--- config.mk ---
export PLATFORM = sky130hd
export DESIGN_NAME = icache_seg_lru
export DESIGN_NICKNAME = d
export VERILOG_FILES = /design/src/rtl/icache_pkg.sv /design/src/rtl/icache_tag_match.sv /design/src/rtl/icache_lru_rank.sv /design/src/rtl/icache_word_store.sv /design/src/rtl/icache_seg_lru.sv
export SDC_FILE = /design/constraint.sdc
export NUM_CORES = 2
export LEC_CHECK = 0
export BUFFER_PORTS_ARGS = -buffer_cell sky130_fd_sc_hd__buf_2
export CAP_MARGIN = 20
export CORE_MARGIN = 8
export CORE_UTILIZATION = 60
export CTS_BUF_LIST = sky130_fd_sc_hd__clkbuf_2
export DETAILED_ROUTE_END_ITERATION = 8
export PLACE_DENSITY = 0.84
export RECOVER_POWER = 25
export SKIP_CTS_REPAIR_TIMING = 1
export SYNTH_ARGS = -nofsm -noshare
export SYNTH_HDL_FRONTEND = slang
export SYNTH_MEMORY_MAX_BITS = 65536
export SYNTH_SLANG_ARGS = --single-unit
--- constraint.sdc ---
create_clock -name clk -period 6.7 [get_ports clk]
set_input_delay 1.34 -clock clk [delete_from_list [all_inputs] [get_ports clk]]
set_output_delay 1.34 -clock clk [all_outputs]
set_load 0.05 [all_outputs]
--- src/rtl/icache_pkg.sv ---
package icache_pkg;
    typedef enum logic {
        ST_LOOKUP = 1'b0,
        ST_REFILL = 1'b1
    } fill_state_e;
endpackage

--- src/rtl/icache_tag_match.sv ---
module icache_tag_match #(
    parameter int SEG_CNT = 4,
    parameter int TAG_W   = 22,
    localparam int SEG_W  = $clog2(SEG_CNT)
) (
    input  logic [SEG_CNT-1:0][TAG_W-1:0] seg_tag,
    input  logic [SEG_CNT-1:0]            seg_live,
    input  logic [TAG_W-1:0]              probe_tag,
    output logic [SEG_CNT-1:0]            match_vec,
    output logic                          match_any,
    output logic [SEG_W-1:0]              match_idx
);
    for (genvar g = 0; g < SEG_CNT; g++) begin : g_cmp
        assign match_vec[g] = seg_live[g] && (seg_tag[g] == probe_tag);
    end

    assign match_any = |match_vec;

    always_comb begin
        match_idx = '0;
        for (int i = 0; i < SEG_CNT; i++) begin
            if (match_vec[i]) match_idx = SEG_W'(i);
        end
    end
endmodule

--- src/rtl/icache_lru_rank.sv ---
module icache_lru_rank #(
    parameter int SEG_CNT = 4,
    localparam int SEG_W  = $clog2(SEG_CNT)
) (
    input  logic             clk,
    input  logic             rst_n,
    input  logic             touch_en,
    input  logic [SEG_W-1:0] touch_idx,
    output logic [SEG_W-1:0] victim_idx
);
    // rank 0 = least recent, SEG_CNT-1 = most recent
    logic [SEG_W-1:0] rank_q [SEG_CNT];

    always_ff @(posedge clk) begin
        if (!rst_n) begin
            for (int i = 0; i < SEG_CNT; i++) rank_q[i] <= SEG_W'(i);
        end else if (touch_en) begin
            for (int i = 0; i < SEG_CNT; i++) begin
                if (SEG_W'(i) == touch_idx)
                    rank_q[i] <= SEG_W'(SEG_CNT - 1);
                else if (rank_q[i] > rank_q[touch_idx])
                    rank_q[i] <= rank_q[i] - 1'b1;
            end
        end
    end

    always_comb begin
        victim_idx = '0;
        for (int i = 0; i < SEG_CNT; i++) begin
            if (rank_q[i] == '0) victim_idx = SEG_W'(i);
        end
    end
endmodule

--- src/rtl/icache_word_store.sv ---
module icache_word_store #(
    parameter int SEG_CNT   = 4,
    parameter int SEG_WORDS = 64,
    parameter int WORD_W    = 16,
    localparam int SEG_W    = $clog2(SEG_CNT),
    localparam int IDX_W    = $clog2(SEG_WORDS),
    localparam int DEPTH    = SEG_CNT * SEG_WORDS
) (
    input  logic              clk,
    input  logic              rst_n,
    input  logic              clr_en,
    input  logic [SEG_W-1:0]  clr_seg,
    input  logic              wr_en,
    input  logic [SEG_W-1:0]  wr_seg,
    input  logic [IDX_W-1:0]  wr_idx,
    input  logic [WORD_W-1:0] wr_data,
    input  logic [SEG_W-1:0]  rd_seg,
    input  logic [IDX_W-1:0]  rd_idx,
    output logic [WORD_W-1:0] rd_data,
    output logic              rd_valid
);
    logic [WORD_W-1:0]                 word_mem [DEPTH];
    logic [SEG_CNT-1:0][SEG_WORDS-1:0] valid_q;

    always_ff @(posedge clk) begin
        if (wr_en) word_mem[{wr_seg, wr_idx}] <= wr_data;
    end

    always_ff @(posedge clk) begin
        if (!rst_n) begin
            valid_q <= '0;
        end else begin
            if (clr_en) valid_q[clr_seg] <= '0;
            if (wr_en)  valid_q[wr_seg][wr_idx] <= 1'b1;
        end
    end

    assign rd_data  = word_mem[{rd_seg, rd_idx}];
    assign rd_valid = valid_q[rd_seg][rd_idx];
endmodule

--- src/rtl/icache_seg_lru.sv ---
module icache_seg_lru #(
    parameter int ADDR_W    = 32,
    parameter int WORD_W    = 16,
    parameter int SEG_CNT   = 4,
    parameter int SEG_WORDS = 64,
    parameter int LSB_ZERO  = 4
) (
    input  logic              clk,
    input  logic              rst_n,
    input  logic              fetch_req,
    input  logic [ADDR_W-1:0] fetch_pc,
    output logic              fetch_hit,
    output logic [WORD_W-1:0] fetch_word,
    output logic              mem_req,
    output logic [ADDR_W-1:0] mem_addr,
    input  logic              mem_ack,
    input  logic [WORD_W-1:0] mem_data
);
    import icache_pkg::*;

    localparam int SEG_W   = $clog2(SEG_CNT);
    localparam int IDX_W   = $clog2(SEG_WORDS);
    localparam int TAG_LSB = LSB_ZERO + IDX_W;
    localparam int TAG_W   = ADDR_W - TAG_LSB;

    fill_state_e state_q, state_d;

    logic [SEG_CNT-1:0][TAG_W-1:0] seg_tag_q;
    logic [SEG_CNT-1:0]            seg_live_q;
    logic [SEG_W-1:0]              fill_seg_q;
    logic [ADDR_W-1:0]             fill_addr_q;

    logic [TAG_W-1:0]   probe_tag;
    logic [IDX_W-1:0]   probe_idx;
    logic [SEG_CNT-1:0] seg_match;
    logic               seg_any;
    logic [SEG_W-1:0]   seg_idx;
    logic [SEG_W-1:0]   victim_idx;
    logic               rd_valid;
    logic               miss_start;
    logic               alloc_en;
    logic               fill_wr;
    logic               touch_en;
    logic [SEG_W-1:0]   touch_idx;
    logic               unused_pc_lsb;

    assign probe_tag     = fetch_pc[ADDR_W-1:TAG_LSB];
    assign probe_idx     = fetch_pc[TAG_LSB-1:LSB_ZERO];
    assign unused_pc_lsb = ^fetch_pc[LSB_ZERO-1:0];

    icache_tag_match #(.SEG_CNT(SEG_CNT), .TAG_W(TAG_W)) u_match (
        .seg_tag   (seg_tag_q),
        .seg_live  (seg_live_q),
        .probe_tag (probe_tag),
        .match_vec (seg_match),
        .match_any (seg_any),
        .match_idx (seg_idx)
    );

    icache_lru_rank #(.SEG_CNT(SEG_CNT)) u_lru (
        .clk        (clk),
        .rst_n      (rst_n),
        .touch_en   (touch_en),
        .touch_idx  (touch_idx),
        .victim_idx (victim_idx)
    );

    icache_word_store #(
        .SEG_CNT(SEG_CNT), .SEG_WORDS(SEG_WORDS), .WORD_W(WORD_W)
    ) u_store (
        .clk      (clk),
        .rst_n    (rst_n),
        .clr_en   (alloc_en),
        .clr_seg  (victim_idx),
        .wr_en    (fill_wr),
        .wr_seg   (fill_seg_q),
        .wr_idx   (fill_addr_q[TAG_LSB-1:LSB_ZERO]),
        .wr_data  (mem_data),
        .rd_seg   (seg_idx),
        .rd_idx   (probe_idx),
        .rd_data  (fetch_word),
        .rd_valid (rd_valid)
    );

    // state register
    always_ff @(posedge clk) begin
        if (!rst_n) state_q <= ST_LOOKUP;
        else        state_q <= state_d;
    end

    // next state and outputs
    always_comb begin
        state_d    = state_q;
        fetch_hit  = 1'b0;
        miss_start = 1'b0;
        mem_req    = 1'b0;
        fill_wr    = 1'b0;
        unique case (state_q)
            ST_LOOKUP: begin
                fetch_hit  = fetch_req && seg_any && rd_valid;
                miss_start = fetch_req && !(seg_any && rd_valid);
                if (miss_start) state_d = ST_REFILL;
            end
            ST_REFILL: begin
                mem_req = 1'b1;
                fill_wr = mem_ack;
                if (mem_ack) state_d = ST_LOOKUP;
            end
            default: state_d = ST_LOOKUP;
        endcase
    end

    assign alloc_en  = miss_start && !seg_any;
    assign touch_en  = fetch_hit || fill_wr;
    assign touch_idx = fill_wr ? fill_seg_q : seg_idx;
    assign mem_addr  = fill_addr_q;

    always_ff @(posedge clk) begin
        if (!rst_n) begin
            seg_live_q  <= '0;
            seg_tag_q   <= '0;
            fill_seg_q  <= '0;
            fill_addr_q <= '0;
        end else if (miss_start) begin
            fill_seg_q  <= seg_any ? seg_idx : victim_idx;
            fill_addr_q <= {fetch_pc[ADDR_W-1:LSB_ZERO], {LSB_ZERO{1'b0}}};
            if (alloc_en) begin
                seg_tag_q[victim_idx]  <= probe_tag;
                seg_live_q[victim_idx] <= 1'b1;
            end
        end
    end
endmodule

Yosys cells after proc, flatten, opt, wreduce, memory -nomap -nowiden
Memory sizes are Yosys's and may differ from the RTL's.
Index checks and enable logic that the tools add are counted.
- $add $sub $neg: 4
- order comparisons: 12
- eq/ne operators: 7
- multiplexer cells: 80
- bitwise gates (word level): 13
- reduce and logical (&&, ||, !) cells: 21
- operators with widths (operator ; count):
    $mux 256 ; 3
    $and 256x256->256 ; 1
    $demux 64 s2 ; 2
    $not 256->256 ; 1
    $or 256x256->256 ; 1
    $mux 64 ; 3
    $bmux 64 s2 ; 1
    $bwmux 88 ; 1
    $eq 22x22->1 ; 4
    $mux 1 ; 50
    $demux 22 s2 ; 1
    $mux 2 ; 14
    $mux 22 ; 1
    $lt 6x7->1 const B ; 2
    $logic_and 1x1->1 ; 12
    $lt 2x3->1 const B ; 3
    $gt 2x2->1 ; 4
    $logic_not 2->1 ; 4
    $or 1x1->1 ; 8
    $sub 2x1->2 const B ; 4
    $bmux 1 s6 ; 1
    $demux 1 s6 ; 1
    $ge 6x1->1 const B ; 1
    $eq 2x2->1 const A ; 2
    other kinds (10) ; 12
- flip-flop bits (word level): 379
- RAM bits: 4104
- bits of input ports: 52
- output and inout port bits: 50
- word-level logic and storage cells: 151
- memories: 2
- memory list (memory ; depth ; width ; read ports ; clocked after memory_dff ; wr ports ; line ; text):
    u_store.word_mem ; 256 ; 16 ; 1 ; 0 ; 1 ; icache_word_store.sv:22 ; logic [WORD_W-1:0] word_mem [DEPTH];
    u_lru.rank_q ; 4 ; 2 ; 5 ; 0 ; 4 ; icache_lru_rank.sv:12 ; logic [SEG_W-1:0] rank_q [SEG_CNT];

Longest topological paths before layout
- depth after elaboration: 18
- gate-level depth with buffers: 19
- mapped depth without buffers: 15

By module
A second synthesis with hierarchy kept.
- cells, all modules: 9133
- area, all modules: 177083.6 um2
- by module, submodules not included (module ; times used ; cells an instance ; area an instance (um2) ; sequential area each (um2)):
    icache_word_store ; 1 ; 8459 ; 170707.5 ; 128122.9
    icache_seg_lru ; 1 ; 482 ; 4690.7 ; 2462.4
    icache_tag_match ; 1 ; 127 ; 999.7 ; 0.0
    icache_lru_rank ; 1 ; 65 ; 685.7 ; 240.2

Worst setup path before layout
OpenSTA, ideal clock, no wires.
- path type: input -> output
- from: input port fetch_pc[23]
- to: output port fetch_word[0]
- arrival time: 4.631 ns
- required time: 5.360 ns
- setup slack: 0.729 ns
- stages: 12
- buffers on the path: 5
- path through: buf_2 -> xnor2_1 -> nand4_1 -> nor4_1 -> buf_2 -> nand2_1 -> clkbuf_1 -> o21ai_1 -> buf_2 -> buf_2 -> mux4_2 -> mux4_2
- longest elaborated chain between the ends: 6
- elaborated cells on any way between the ends: 10
- classes of those cells: eq/ne (3); mux (3); reduce/logical (3); memory (1)
- RTL lines (item ; line ; text):
    start, declared ; icache_seg_lru.sv:11 ; input logic [ADDR_W-1:0] fetch_pc,
    $eq 22x22->1 ; icache_tag_match.sv:14 ; assign match_vec[g] = seg_live[g] && (seg_tag[g] == probe_tag);
    $logic_and 1x1->1 ; icache_tag_match.sv:14 ;
    $mux 1 ; icache_tag_match.sv:22 ; if (match_vec[i]) match_idx = SEG_W'(i);
    $mux 2 ; icache_tag_match.sv:22 ;
    $mux 2 (*) ; icache_tag_match.sv:22 ;
    $mem_v2 256x16 (*) ; -- ;
    end, declared ; icache_seg_lru.sv:13 ; output logic [WORD_W-1:0] fetch_word,
Every way passes the cells marked *; elsewhere a longest branch is shown, timed or not.

Final worst setup path
- from: register seg_tag_q[58] (netlist bit)
- to: output port fetch_word[1]
- longest elaborated chain between the ends: 5
- RTL lines (item ; line ; text):
    start, declared ; icache_seg_lru.sv:28 ; logic [SEG_CNT-1:0][TAG_W-1:0] seg_tag_q;
    start signal, assigned by index ; icache_seg_lru.sv:128 ; seg_tag_q[victim_idx] <= probe_tag;
    $eq 22x22->1 ; icache_tag_match.sv:14 ;
    $logic_and 1x1->1 ; icache_tag_match.sv:14 ;
    $mux 2 (2 in series) ; icache_tag_match.sv:22 ;
    $mem_v2 256x16 ; -- ;
No other way between the ends.

==> flow_summary.json <==
{
  "outcome": "complete, but fails checks",
  "violations": "DRC, capacitance limit, slew limit, setup timing",
  "synth_compound_area_share_pct": 2.79,
  "cts.path.max_buffers": 5,
  "drive_gt1_share_pct": 37.0,
  "crit_start": "seg_tag_q[58]$_SDFFE_PN0P_",
  "ant_nets": 0,
  "worst-path-max-fanout": 6,
  "root_buffer": "clkbuf_2",
  "whs_ps": 160,
  "maxCapViolCount": 23,
  "synth_top_family_by_area": "multiplexers",
  "power_density_nw_per_um2": 264,
  "placed_cells": 12300,
  "yosysWarnings": 0,
  "wl_per_cell_um": 34.8,
  "design_area_um2": 195000,
  "avgSynthCellArea_um2": 20.9,
  "p_switching_mw": 12.8,
  "clock_latency_ps": 2340,
  "coreArea_um2": 291000,
  "grt_pass1_wl_mm": 694,
  "num_vias": 98400,
  "routabilityCongestion": 0.971,
  "p_clk_share_pct": 34.0,
  "grt_max_degree": 212,
  "worstRegToRegCells": 14,
  "ys_seq_elements": 4483,
  "final-hold-violation-count": 0,
  "synth_fa_ha_area_share_pct": 0.0785,
  "tightestPinTransition_ps": 7660,
  "port_buffers": 93,
  "fmax_ghz": 0.137,
  "clk_pin_slew_ps": 120,
  "synth_seq_area_share_pct": 74.6,
  "irDropWorstVdd_mv": 0.205,
  "htree_num_levels": 7,
  "place_ws_ps": 7.61,
  "ys.flop_type": "edfxtp_1",
  "endpoint_kind": "output pin",
  "final_max_slew_viol_count": 2409,
  "muxShareOfSynthArea_pct": 17.6,
  "synth_xor_area_share_pct": 0.466,
  "switching_share_pct": 25.0,
  "rows": 198,
  "via_per_inst": 6.88,
  "drt_iter0_markers": 15500,
  "hold_depth": 4,
  "post_synth_inst_count": 8366,
  "start_util_pct": 60.3,
  "slew-limit-headroom_pct": -410,
  "clock_skew_ps": 338,
  "cts_inserted_buffers": 1131,
  "r2r_start": "seg_tag_q[66]$_SDFFE_PN0P_",
  "synth_cell_types": 76,
  "timing.rr.end": "seg_tag_q[82]$_SDFFE_PN0P_",
  "endpoint": "fetch_word[1]",
  "die-area_um2": 310000,
  "totalWireLength_mm": 497,
  "drcViolationCount": 2,
  "p_seq_share_pct": 59.5,
  "setup_violations": 140,
  "cts_tree": "yes",
  "clock_sinks": 4483,
  "crit_type": "reg -> out",
  "final_cells": 14300,
  "setup_slack_ps": -622,
  "dpl_cell_area_um2": 184000,
  "synth_edf_count": 4104,
  "syn-cell-area_um2": 175000,
  "post-route-min-period_ps": 7320,
  "required_ps": 5360,
  "hpwl_mm": 301,
  "grt_pass1_vias": 100000,
  "reg2reg_slack_ps": 1700,
  "p_comb_share_pct": 6.5,
  "cp_data_arrival_time_ps": 5980,
  "die_h_um": 556,
  "startpoint_type": "flip-flop",
  "fin_crit_sh_pct": 109,
  "rsz0062_at_grt": "true",
  "nets": 9700,
  "grtUsageTotal_pct": 31.7,
  "io_pins": 102,
  "area_growth_pct": 11.1,
  "final.setup.tns_ps": -34400,
  "grt.overflow.total": 0,
  "grt_antenna_before_repair": 61,
  "p_leak_nw": 62.8,
  "yosys.area_share.simple_pct": 3.06,
  "synthArstFlopShare_pct": 0,
  "first_pass_iters": 9,
  "die_w_um": 556,
  "p_int_mw": 38.6,
  "hp-class": "in -> reg"
}
[cell type report]
type                       instances  area (um2)
sequential                      4483      131000
fill                           17700       96200
multi-input combinational       3312       42800
clock buffer                    1591        7960
timing repair buffer             691        6680
tap                             3900        4880
clock inverter                   289        1450
inverter                          18        67.6
antenna                           19        47.5
[synthesized netlist by cell type (all sizes together) (8+ instances only)]
library cell | count | area share, %
nand4 | 36 | 0.13
and3 | 20 | 0.071
or2 | 11 | 0.039
a21oi | 226 | 0.65
mux4 | 1361 | 17
a31oi | 22 | 0.082
o2111ai | 29 | 0.14
a21boi | 111 | 0.48
clkbuf | 380 | 0.81
inv | 18 | 0.039
ha | 11 | 0.079
nor3 | 46 | 0.13
a211oi | 27 | 0.12
or3 | 10 | 0.036
dfxtp | 379 | 4.3
nand2 | 300 | 0.64
nor2 | 297 | 0.64
o32ai | 9 | 0.056
and2 | 11 | 0.039
mux2i | 18 | 0.10
o21ai | 70 | 0.20
xnor2 | 67 | 0.36
o21a | 14 | 0.060
o211ai | 32 | 0.19
a22oi | 65 | 0.28
nand2b | 8 | 0.029
xor2 | 22 | 0.11
nor4 | 13 | 0.050
a32oi | 24 | 0.12
buf | 176 | 0.47
edfxtp | 4104 | 70
nand3 | 67 | 0.19
nor2b | 264 | 0.94
o22a | 27 | 0.13
a211o | 10 | 0.050
[placed cells by master (no fill, tap or decap), types with 36 or more instances in the layout]
cell and n:
edfxtp_1 4104, clkbuf_2 1594, mux4_2 1361, buf_4 414
dfxtp_1 377, nand2_1 298, nor2b_1 263, clkinv_1 231
a21oi_1 226, nor2_1 180, nor2_2 112, a21boi_0 110
buf_12 94, o21ai_0 68, nand3_1 66, a22oi_1 65
xnor2_1 59, buf_2 55, dlygate4sd3_1 51, nand4_1 36
[logic make-up (layout without fill, tap and decap cells)]
| logic type | after synthesis | in the layout |
|---|---|---|
| flops | 4483 | 4483 |
| mux | 1386 | 1386 |
| simple gates | 1109 | 1109 |
| compound gates | 713 | 713 |
| buf+inv | 574 | 2589 |
| xor+xnor | 89 | 89 |
| fa+ha+maj | 11 | 11 |
| other cells | 1 | 23 |
[through the flow]
step	util (%)	total power, mW
after global routing	66.9	53.1
after CTS	66.6	51.4
after detailed placement	63.4	34.4
after global placement	63.3	34.2
final	66.9	51.4
after floorplan	-	32.9
[how the worst min path moves through the flow]
stage                                 endpoint  slack [ps]                  startpoint
finish              seg_tag_q[24]$_SDFFE_PN0P_         160                fetch_pc[12]
global route        seg_tag_q[22]$_SDFFE_PN0P_          40                fetch_pc[10]
CTS                 seg_tag_q[24]$_SDFFE_PN0P_        -810                fetch_pc[12]
detailed placement  seg_tag_q[13]$_SDFFE_PN0P_         470  seg_tag_q[13]$_SDFFE_PN0P_
global placement    seg_tag_q[23]$_SDFFE_PN0P_         470  seg_tag_q[23]$_SDFFE_PN0P_
floorplan           seg_live_q[3]$_SDFFE_PN0P_         450  seg_live_q[3]$_SDFFE_PN0P_
[metal layers]
layer / up-vias / global-route usage (%) / wire length, um
met3: 1921 / 11.1 / 67300
met1: 49800 / 38.5 / 159000
li1: 38000 / - / -
met5: - / 0.247 / 330
met4: 38 / 19.1 / 34400
met2: 8728 / 49.6 / 236000
[flip-flops by register name, summed over array words and instances, names as in the netlist]
register,count
u_store.valid_q,256
seg_tag_q,88
u_store.word_mem,4096
state_q,1
u_lru.rank_q,8
seg_live_q,4
fill_seg_q,2
mem_addr,28
[power groups by stage]
| stage | logic (mW) | clock network, mW | registers, mW |
|---|---|---|---|
| global route | 3.39 | 19.1 | 30.6 |
| floorplan | 1.65 | 0 | 31.2 |
| global placement | 3.05 | 0 | 31.2 |
| finish | 3.32 | 17.5 | 30.6 |
| CTS | 3.20 | 17.6 | 30.5 |
| detailed placement | 3.19 | 0 | 31.2 |
[worst max-delay path: stages, from the launching register on]
cell     delay (ps)
dfxtp_1         330
xnor2_1         290
nand4_1         220
nor4_4          590
buf_6           220
and2_1          240
o21ai_4          80
buf_12          180
buf_12          160
buf_12          140
mux4_2          560
mux4_2          670
buf_6           220
Power figures use the tool's default switching activity.
